<file path="src/rtl/txr_pkg.sv">
package txr_pkg;
  localparam int CELL_LG  = 4;
  localparam int SLICE_LG = 3;
  localparam int CODE_W   = 7;

  // Fixed page content: printable codes spread over the page.
  function automatic logic [CODE_W-1:0] text_code_fn(int unsigned a);
    return CODE_W'(32 + ((a * 7 + a / 40) % 95));
  endfunction

  // Fixed font content: one byte per (code, glyph row, half).
  function automatic logic [7:0] glyph_byte_fn(int unsigned g);
    int unsigned v;
    v = g * 73 + (g >> 5) * 29 + 11;
    return 8'(v ^ (v >> 8));
  endfunction
endpackage

</file>
<file path="src/rtl/txr_cell_fetch.sv">
module txr_cell_fetch #(
  parameter int COLS = 40,
  parameter int ROWS = 30,
  parameter int XW   = 10,
  parameter int YW   = 10,
  parameter int AW   = 11
) (
  input  logic          clk_i,
  input  logic          rst_ni,
  input  logic [XW-1:0] x_i,
  input  logic [YW-1:0] y_i,
  output logic          txt_rd_o,
  output logic [AW-1:0] txt_addr_o,
  output logic          gly_ld_o,
  output logic [3:0]    grow_o,
  output logic          half_o
);
  import txr_pkg::*;

  localparam int SW = XW - SLICE_LG;            // slice index width
  localparam int CW = XW - CELL_LG;             // column width
  localparam int RW = YW - CELL_LG;             // row width
  localparam logic [SW:0]   SLICE_LIM = (SW+1)'(COLS * 2);
  localparam logic [YW-1:0] Y_LAST    = YW'(ROWS * 16 - 1);

  logic [2:0]    phase;
  logic [SW:0]   sl_inc;
  logic          wrap;
  logic [SW-1:0] nsl;
  logic [YW-1:0] ny;
  logic [CW-1:0] col;
  logic [RW-1:0] row;
  logic [AW-1:0] row_w, col_w;
  logic          mem_en_q;
  logic [3:0]    grow_q;
  logic          half_q;

  assign phase  = x_i[2:0];
  assign sl_inc = {1'b0, x_i[XW-1:SLICE_LG]} + (SW+1)'(1);
  assign wrap   = sl_inc >= SLICE_LIM;
  assign nsl    = wrap ? '0 : sl_inc[SW-1:0];
  assign ny     = !wrap ? y_i : (y_i == Y_LAST) ? '0 : y_i + YW'(1);
  assign col    = nsl[SW-1:1];
  assign row    = ny[YW-1:CELL_LG];
  assign row_w  = AW'(row);
  assign col_w  = AW'(col);

  generate
    if (COLS == 40) begin : g_addr_shift
      assign txt_addr_o = (row_w << 5) + (row_w << 3) + col_w;
    end else begin : g_addr_mul
      assign txt_addr_o = AW'(row_w * AW'(COLS)) + col_w;
    end
  endgenerate

  assign txt_rd_o = (phase == 3'd6);

  always_ff @(posedge clk_i or negedge rst_ni) begin
    if (!rst_ni) begin
      mem_en_q <= 1'b0;
      grow_q   <= '0;
      half_q   <= 1'b0;
    end else if (phase == 3'd6) begin
      mem_en_q <= 1'b1;
      grow_q   <= ny[CELL_LG-1:0];
      half_q   <= nsl[0];
    end else if (phase == 3'd0) begin
      mem_en_q <= 1'b0;
    end
  end

  assign gly_ld_o = mem_en_q && (phase == 3'd7);
  assign grow_o   = grow_q;
  assign half_o   = half_q;

  logic past_ok;
  always_ff @(posedge clk_i or negedge rst_ni)
    if (!rst_ni) past_ok <= 1'b0;
    else         past_ok <= 1'b1;

  assert_en_set_R5: assert property (@(posedge clk_i) disable iff (!rst_ni)
    past_ok && $past(phase == 3'd6) |-> mem_en_q)
    else $error("enable not set after phase 6");

  assert_en_clear_R5: assert property (@(posedge clk_i) disable iff (!rst_ni)
    past_ok && $past(phase == 3'd0) |-> !mem_en_q)
    else $error("enable not released after phase 0");
endmodule

</file>
<file path="src/rtl/txr_text_rom.sv">
module txr_text_rom #(
  parameter int AW    = 11,
  parameter int CELLS = 1200
) (
  input  logic                       clk_i,
  input  logic                       rst_ni,
  input  logic                       rd_i,
  input  logic [AW-1:0]              addr_i,
  output logic [txr_pkg::CODE_W-1:0] code_o
);
  import txr_pkg::*;

  always_ff @(posedge clk_i or negedge rst_ni) begin
    if (!rst_ni)   code_o <= '0;
    else if (rd_i) code_o <= text_code_fn(int'(addr_i));
  end

  assert_addr_in_page_R2: assert property (@(posedge clk_i) disable iff (!rst_ni)
    rd_i |-> int'(addr_i) < CELLS)
    else $error("text address outside page");
endmodule

</file>
<file path="src/rtl/txr_glyph_rom.sv">
module txr_glyph_rom (
  input  logic                       clk_i,
  input  logic                       rst_ni,
  input  logic                       ld_i,
  input  logic [txr_pkg::CODE_W-1:0] code_i,
  input  logic [3:0]                 grow_i,
  input  logic                       half_i,
  output logic [7:0]                 byte_o
);
  import txr_pkg::*;

  // code*32 + grow*2 + half
  logic [CODE_W+4:0] gaddr;
  assign gaddr = {code_i, grow_i, half_i};

  always_ff @(posedge clk_i or negedge rst_ni) begin
    if (!rst_ni)   byte_o <= '0;
    else if (ld_i) byte_o <= glyph_byte_fn(int'(gaddr));
  end

  logic past_ok;
  always_ff @(posedge clk_i or negedge rst_ni)
    if (!rst_ni) past_ok <= 1'b0;
    else         past_ok <= 1'b1;

  assert_byte_holds_R4: assert property (@(posedge clk_i) disable iff (!rst_ni)
    past_ok && !$past(ld_i) |-> $stable(byte_o))
    else $error("glyph byte changed without load");
endmodule

</file>
<file path="src/rtl/txr_pixel_out.sv">
module txr_pixel_out (
  input  logic       clk_i,
  input  logic       rst_ni,
  input  logic [2:0] phase_i,
  input  logic [2:0] bar_i,
  input  logic       de_i,
  input  logic       pat_i,
  input  logic [7:0] byte_i,
  output logic [2:0] rgb_o
);
  logic       mono;
  logic [2:0] rgb_d;

  assign mono = byte_i[3'd7 - phase_i];

  always_comb begin
    if (!de_i)      rgb_d = 3'b000;
    else if (pat_i) rgb_d = bar_i;
    else            rgb_d = {3{mono}};
  end

  always_ff @(posedge clk_i or negedge rst_ni) begin
    if (!rst_ni) rgb_o <= 3'b000;
    else         rgb_o <= rgb_d;
  end

  logic past_ok;
  always_ff @(posedge clk_i or negedge rst_ni)
    if (!rst_ni) past_ok <= 1'b0;
    else         past_ok <= 1'b1;

  assert_blank_black_R9: assert property (@(posedge clk_i) disable iff (!rst_ni)
    past_ok && !$past(de_i) |-> rgb_o == 3'b000)
    else $error("colour during blanking");

  assert_bars_R8: assert property (@(posedge clk_i) disable iff (!rst_ni)
    past_ok && $past(de_i && pat_i) |-> rgb_o == $past(bar_i))
    else $error("pattern colour mismatch");

  assert_mono_R7: assert property (@(posedge clk_i) disable iff (!rst_ni)
    past_ok && $past(de_i && !pat_i) |-> (rgb_o == 3'b000 || rgb_o == 3'b111))
    else $error("text pixel not monochrome");
endmodule

</file>
<file path="src/rtl/text_pixel_renderer.sv">
module text_pixel_renderer #(
  parameter int COLS = 40,
  parameter int ROWS = 30,
  parameter int XW   = 10,
  parameter int YW   = 10
) (
  input  logic          clk_i,
  input  logic          rst_ni,
  input  logic [XW-1:0] pix_x_i,
  input  logic [YW-1:0] pix_y_i,
  input  logic          de_i,
  input  logic          pattern_i,
  output logic [2:0]    rgb_o
);
  import txr_pkg::*;

  localparam int CELLS = COLS * ROWS;
  localparam int AW    = $clog2(CELLS);

  logic              txt_rd;
  logic [AW-1:0]     txt_addr;
  logic              gly_ld;
  logic [3:0]        grow;
  logic              half;
  logic [CODE_W-1:0] code;
  logic [7:0]        gbyte;

  txr_cell_fetch #(.COLS(COLS), .ROWS(ROWS), .XW(XW), .YW(YW), .AW(AW)) u_fetch (
    .clk_i      (clk_i),
    .rst_ni     (rst_ni),
    .x_i        (pix_x_i),
    .y_i        (pix_y_i),
    .txt_rd_o   (txt_rd),
    .txt_addr_o (txt_addr),
    .gly_ld_o   (gly_ld),
    .grow_o     (grow),
    .half_o     (half)
  );

  txr_text_rom #(.AW(AW), .CELLS(CELLS)) u_text (
    .clk_i  (clk_i),
    .rst_ni (rst_ni),
    .rd_i   (txt_rd),
    .addr_i (txt_addr),
    .code_o (code)
  );

  txr_glyph_rom u_glyph (
    .clk_i  (clk_i),
    .rst_ni (rst_ni),
    .ld_i   (gly_ld),
    .code_i (code),
    .grow_i (grow),
    .half_i (half),
    .byte_o (gbyte)
  );

  txr_pixel_out u_out (
    .clk_i   (clk_i),
    .rst_ni  (rst_ni),
    .phase_i (pix_x_i[2:0]),
    .bar_i   (pix_x_i[7:5]),
    .de_i    (de_i),
    .pat_i   (pattern_i),
    .byte_i  (gbyte),
    .rgb_o   (rgb_o)
  );
endmodule

</file>
<file path="config.mk">
export PLATFORM = sky130hd
export DESIGN_NAME = text_pixel_renderer
export DESIGN_NICKNAME = d
export VERILOG_FILES = /design/src/rtl/txr_pkg.sv /design/src/rtl/txr_cell_fetch.sv /design/src/rtl/txr_text_rom.sv /design/src/rtl/txr_glyph_rom.sv /design/src/rtl/txr_pixel_out.sv /design/src/rtl/text_pixel_renderer.sv
export SDC_FILE = /design/constraint.sdc
export NUM_CORES = 1
export LEC_CHECK = 0
export CORE_ASPECT_RATIO = 1.5
export CORE_UTILIZATION = 30
export DETAILED_ROUTE_END_ITERATION = 16
export DONT_BUFFER_PORTS = 1
export HOLD_SLACK_MARGIN = 0.1
export PLACE_DENSITY = 0.42
export REMOVE_ABC_BUFFERS = 1
export SLEW_MARGIN = 20
export SYNTH_ARGS = -nofsm -noshare
export SYNTH_HDL_FRONTEND = slang
export SYNTH_SLANG_ARGS = --single-unit
export TNS_END_PERCENT = 30
</file>
<file path="constraint.sdc">
create_clock -name clk_i -period 5.4 [get_ports clk_i]
set_input_delay 1.08 -clock clk_i [delete_from_list [all_inputs] [get_ports clk_i]]
set_output_delay 1.08 -clock clk_i [all_outputs]
set_load 0.05 [all_outputs]
</file>
==> flow_summary.ini <==
[clocking]
htree_num_levels = 1
cts_root_buffer = clkbuf_16
cts_hold_buf = 0
numCtsBuffers = 3
clk_pin_slew_ps = 70
cts_buffer_depth = 2
clk_latency_ps = 270
cts.sinks = 24
cts_tree = yes

[setup_path]
rr_startpoint = u_text.code_o[2]
crit_family = compound AO/OA/AOI/OAI gates
rr_endpoint = u_glyph.byte_o[7]
r2r_slack_ps = 30
worstSetupPathType = in2reg
path_buf_inv = 15
setup.worst_path.start = pix_x_i[3]
startpoint_type = primary input
arrival_ps = 16300
slowest_delay_ps = 560
critPathMaxFanout = 6
crit_slowest_cell = or4_4
end_kind = flip-flop
crit_path_frequent_cell = buf_4
cp.required_ps = 5590
reg2regPathDepth = 19
cp_num_cells = 89

[placed_design]
io_buffers = 0
dp_hpwl_mm = 21.53
dpl_cell_area_um2 = 10700
gp_congestion = 0.8109

[final_layout]
fin_util_pct = 46.57
diodes = 0
nNetsFinal = 1502
seqCellArea_um2 = 600.6
fill_cells = 2577
multi_input_area_um2 = 7825
areaGrowthSynthToFinish_pct = 52.36
final_area_um2 = 12330
drive_gt1_share_pct = 46.06

[timing]
worst_slew_pin_slew_ps = 675.5
final.min_clock_period_ps = 16110
rsz0062_at_grt = true
slew_viol_final = 0
layout_setup_ws_ps = -10710
max_freq_mhz = 62.08
fin_skew_ps = 4.055
relSlewSlack_pct = 54.97
setup_viol = 7
hold_viol_final = 0
fin_crit_sh_pct = 298.3

[synth]
synthArstFlopShare_pct = 100.0
synth_edf_count = 0
synthCells = 952
yosys-top-cells-count = ha_1 (100), inv_1 (87), nand2_1 (66)
syn_area_um2 = 8095
synth_area_leaders = ha_1 (15%), fa_1 (11%), dfrtp_1 (7.4%)
syn_avg_cell_area_um2 = 8.503
yosysWarnings = 0
synthDominantCellAreaShare_pct = 15.46
ys_types = 131
synth_area_leader_cell = ha_1
ys.flop_type = dfrtp_1
synth-seq-cells = 24
synth_seq_area_share_pct = 7.419
yosysMostFrequentCell = ha_1

[floorplanning]
coreArea_um2 = 26490
ios = 27
row_count = 73
die_area_um2 = 27660
fp.dieW_um = 136.1
start_util_pct = 30.56
die_y_um = 203.2

[min_path]
hold_class = reg2reg
hold_path_depth = 2
hold_end = u_glyph.byte_o[4]
worstHoldStart = u_glyph.byte_o[4]

[detailed_routing]
wire_per_inst_um = 15.67
drtIter0Drc = 180
wl_met3_um = 361
vias = 8412
met1Wirelength_mm = 9.415
wl_met2_mm = 15.66
top_layer = met4
vias_per_cell = 5.037
antenna_left = 0
routed_wl_mm = 26.17
drc = 0
dr.pass1.iters = 4

[grt]
grt_pass1_wl_mm = 42.06
grt_util_all_layers_pct = 18.96
grt_pass1_vias = 8976
antenna_found_initial = 0
grt_max_degree = 25
grt.overflow.total = 0

[status]
violations = negative setup slack
status = finished, violations left

[job]
maxCapViolations = 0
[layer usage]
layer	vias up	global-route usage (%)
li1	4249	-
met4	0	5.476
met1	4023	17.94
met5	-	0
met3	42	0.7706
met2	98	41.44
[state kept, by name, indices dropped and copies added (netlist names)]
register / cells
u_glyph.byte_o: 8
u_out.rgb_o: 3
u_fetch.grow_o: 4
u_fetch.mem_en_q: 1
u_fetch.half_o: 1
u_text.code_o: 7
[worst max-delay path by stage]
stage                             to  slack [ps]
finish              u_text.code_o[6]      -10710
CTS                 u_text.code_o[6]      -10390
global placement    u_text.code_o[6]      -11600
detailed placement  u_text.code_o[6]      -11880
floorplan           u_text.code_o[6]      -13880
global route        u_text.code_o[6]      -11590
[per-stage QoR]
step	setup WS (ps)	setup TNS (ps)	instances	hold slack, ps
detailed placement	-11880	-82530	1580	475.0
floorplan	-13880	-96110	931	444.6
global placement	-11600	-80700	1580	457.9
finish	-10710	-74100	1670	481.6
CTS	-10390	-72340	1648	491.0
global route	-11590	-80460	1670	490.7
[worst reg2reg max path, delay by kind of cell (launching register included)]
kind                       cells  cell delay, ps
buffers and inverters          2             100
adders and majority gates      6            2830
DFF                            1             420
AOI/OAI and AO/OA             10            1750
xor gates and xnor gates       1             130
[cell families (layout without fill, tap and decap cells)]
logic type | Yosys count | count (layout) | share of synthesized area (%)
AO/OA/AOI/OAI | 292 | 292 | 28.21
XOR/XNOR | 89 | 89 | 10.23
adder cells (fa/ha/maj) | 146 | 146 | 26.58
buffers and inverters | 110 | 491 | 6.136
flip-flops | 24 | 24 | 7.419
multiplexers | 16 | 16 | 2.581
AND/OR/NAND/NOR | 275 | 275 | 18.84
[placed cells by master (no fill, tap or decap), types with 7 or more instances in the layout]
master	synthesis	layout
buf_6	8	16
fa_1	44	42
xnor2_1	58	51
a31oi_1	12	9
dfrtp_1	24	24
nor3_2	3	9
xor2_1	26	22
o211ai_1	7	7
nor2_1	58	51
nor3_1	23	16
nand2_1	66	61
nand4_1	7	7
a21o_1	31	31
inv_2	2	8
xnor2_2	2	8
mux2i_1	8	7
o21a_1	7	7
o21ai_0	41	31
a211oi_1	12	7
ha_1	100	89
a21oi_2	7	16
inv_1	87	81
o22ai_1	9	7
o21ai_1	8	16
buf_4	2	382
a21oi_1	50	36
nand3_1	28	23
[repair_timing]
action | CTS | global route
endpoints found under the hold margin | 0 | 0
endpoints found under the setup margin | 9 | 9
pin swaps | 97 | 78
setup buffers | 67 | 23
resized for setup | 116 | 64
[layout make-up]
class	count	area share, %
flip-flops and latches	24	4.869
repair buffers	398	24.71
well taps	337	3.419
inverters	89	2.708
multi-input cells	818	63.44
clock buffers	3	0.6086
clock inverters	1	0.2435
Power is left out: the tool's default activity adds up to more than one toggle a clock period on the data nets, which glitch-free logic cannot reach.
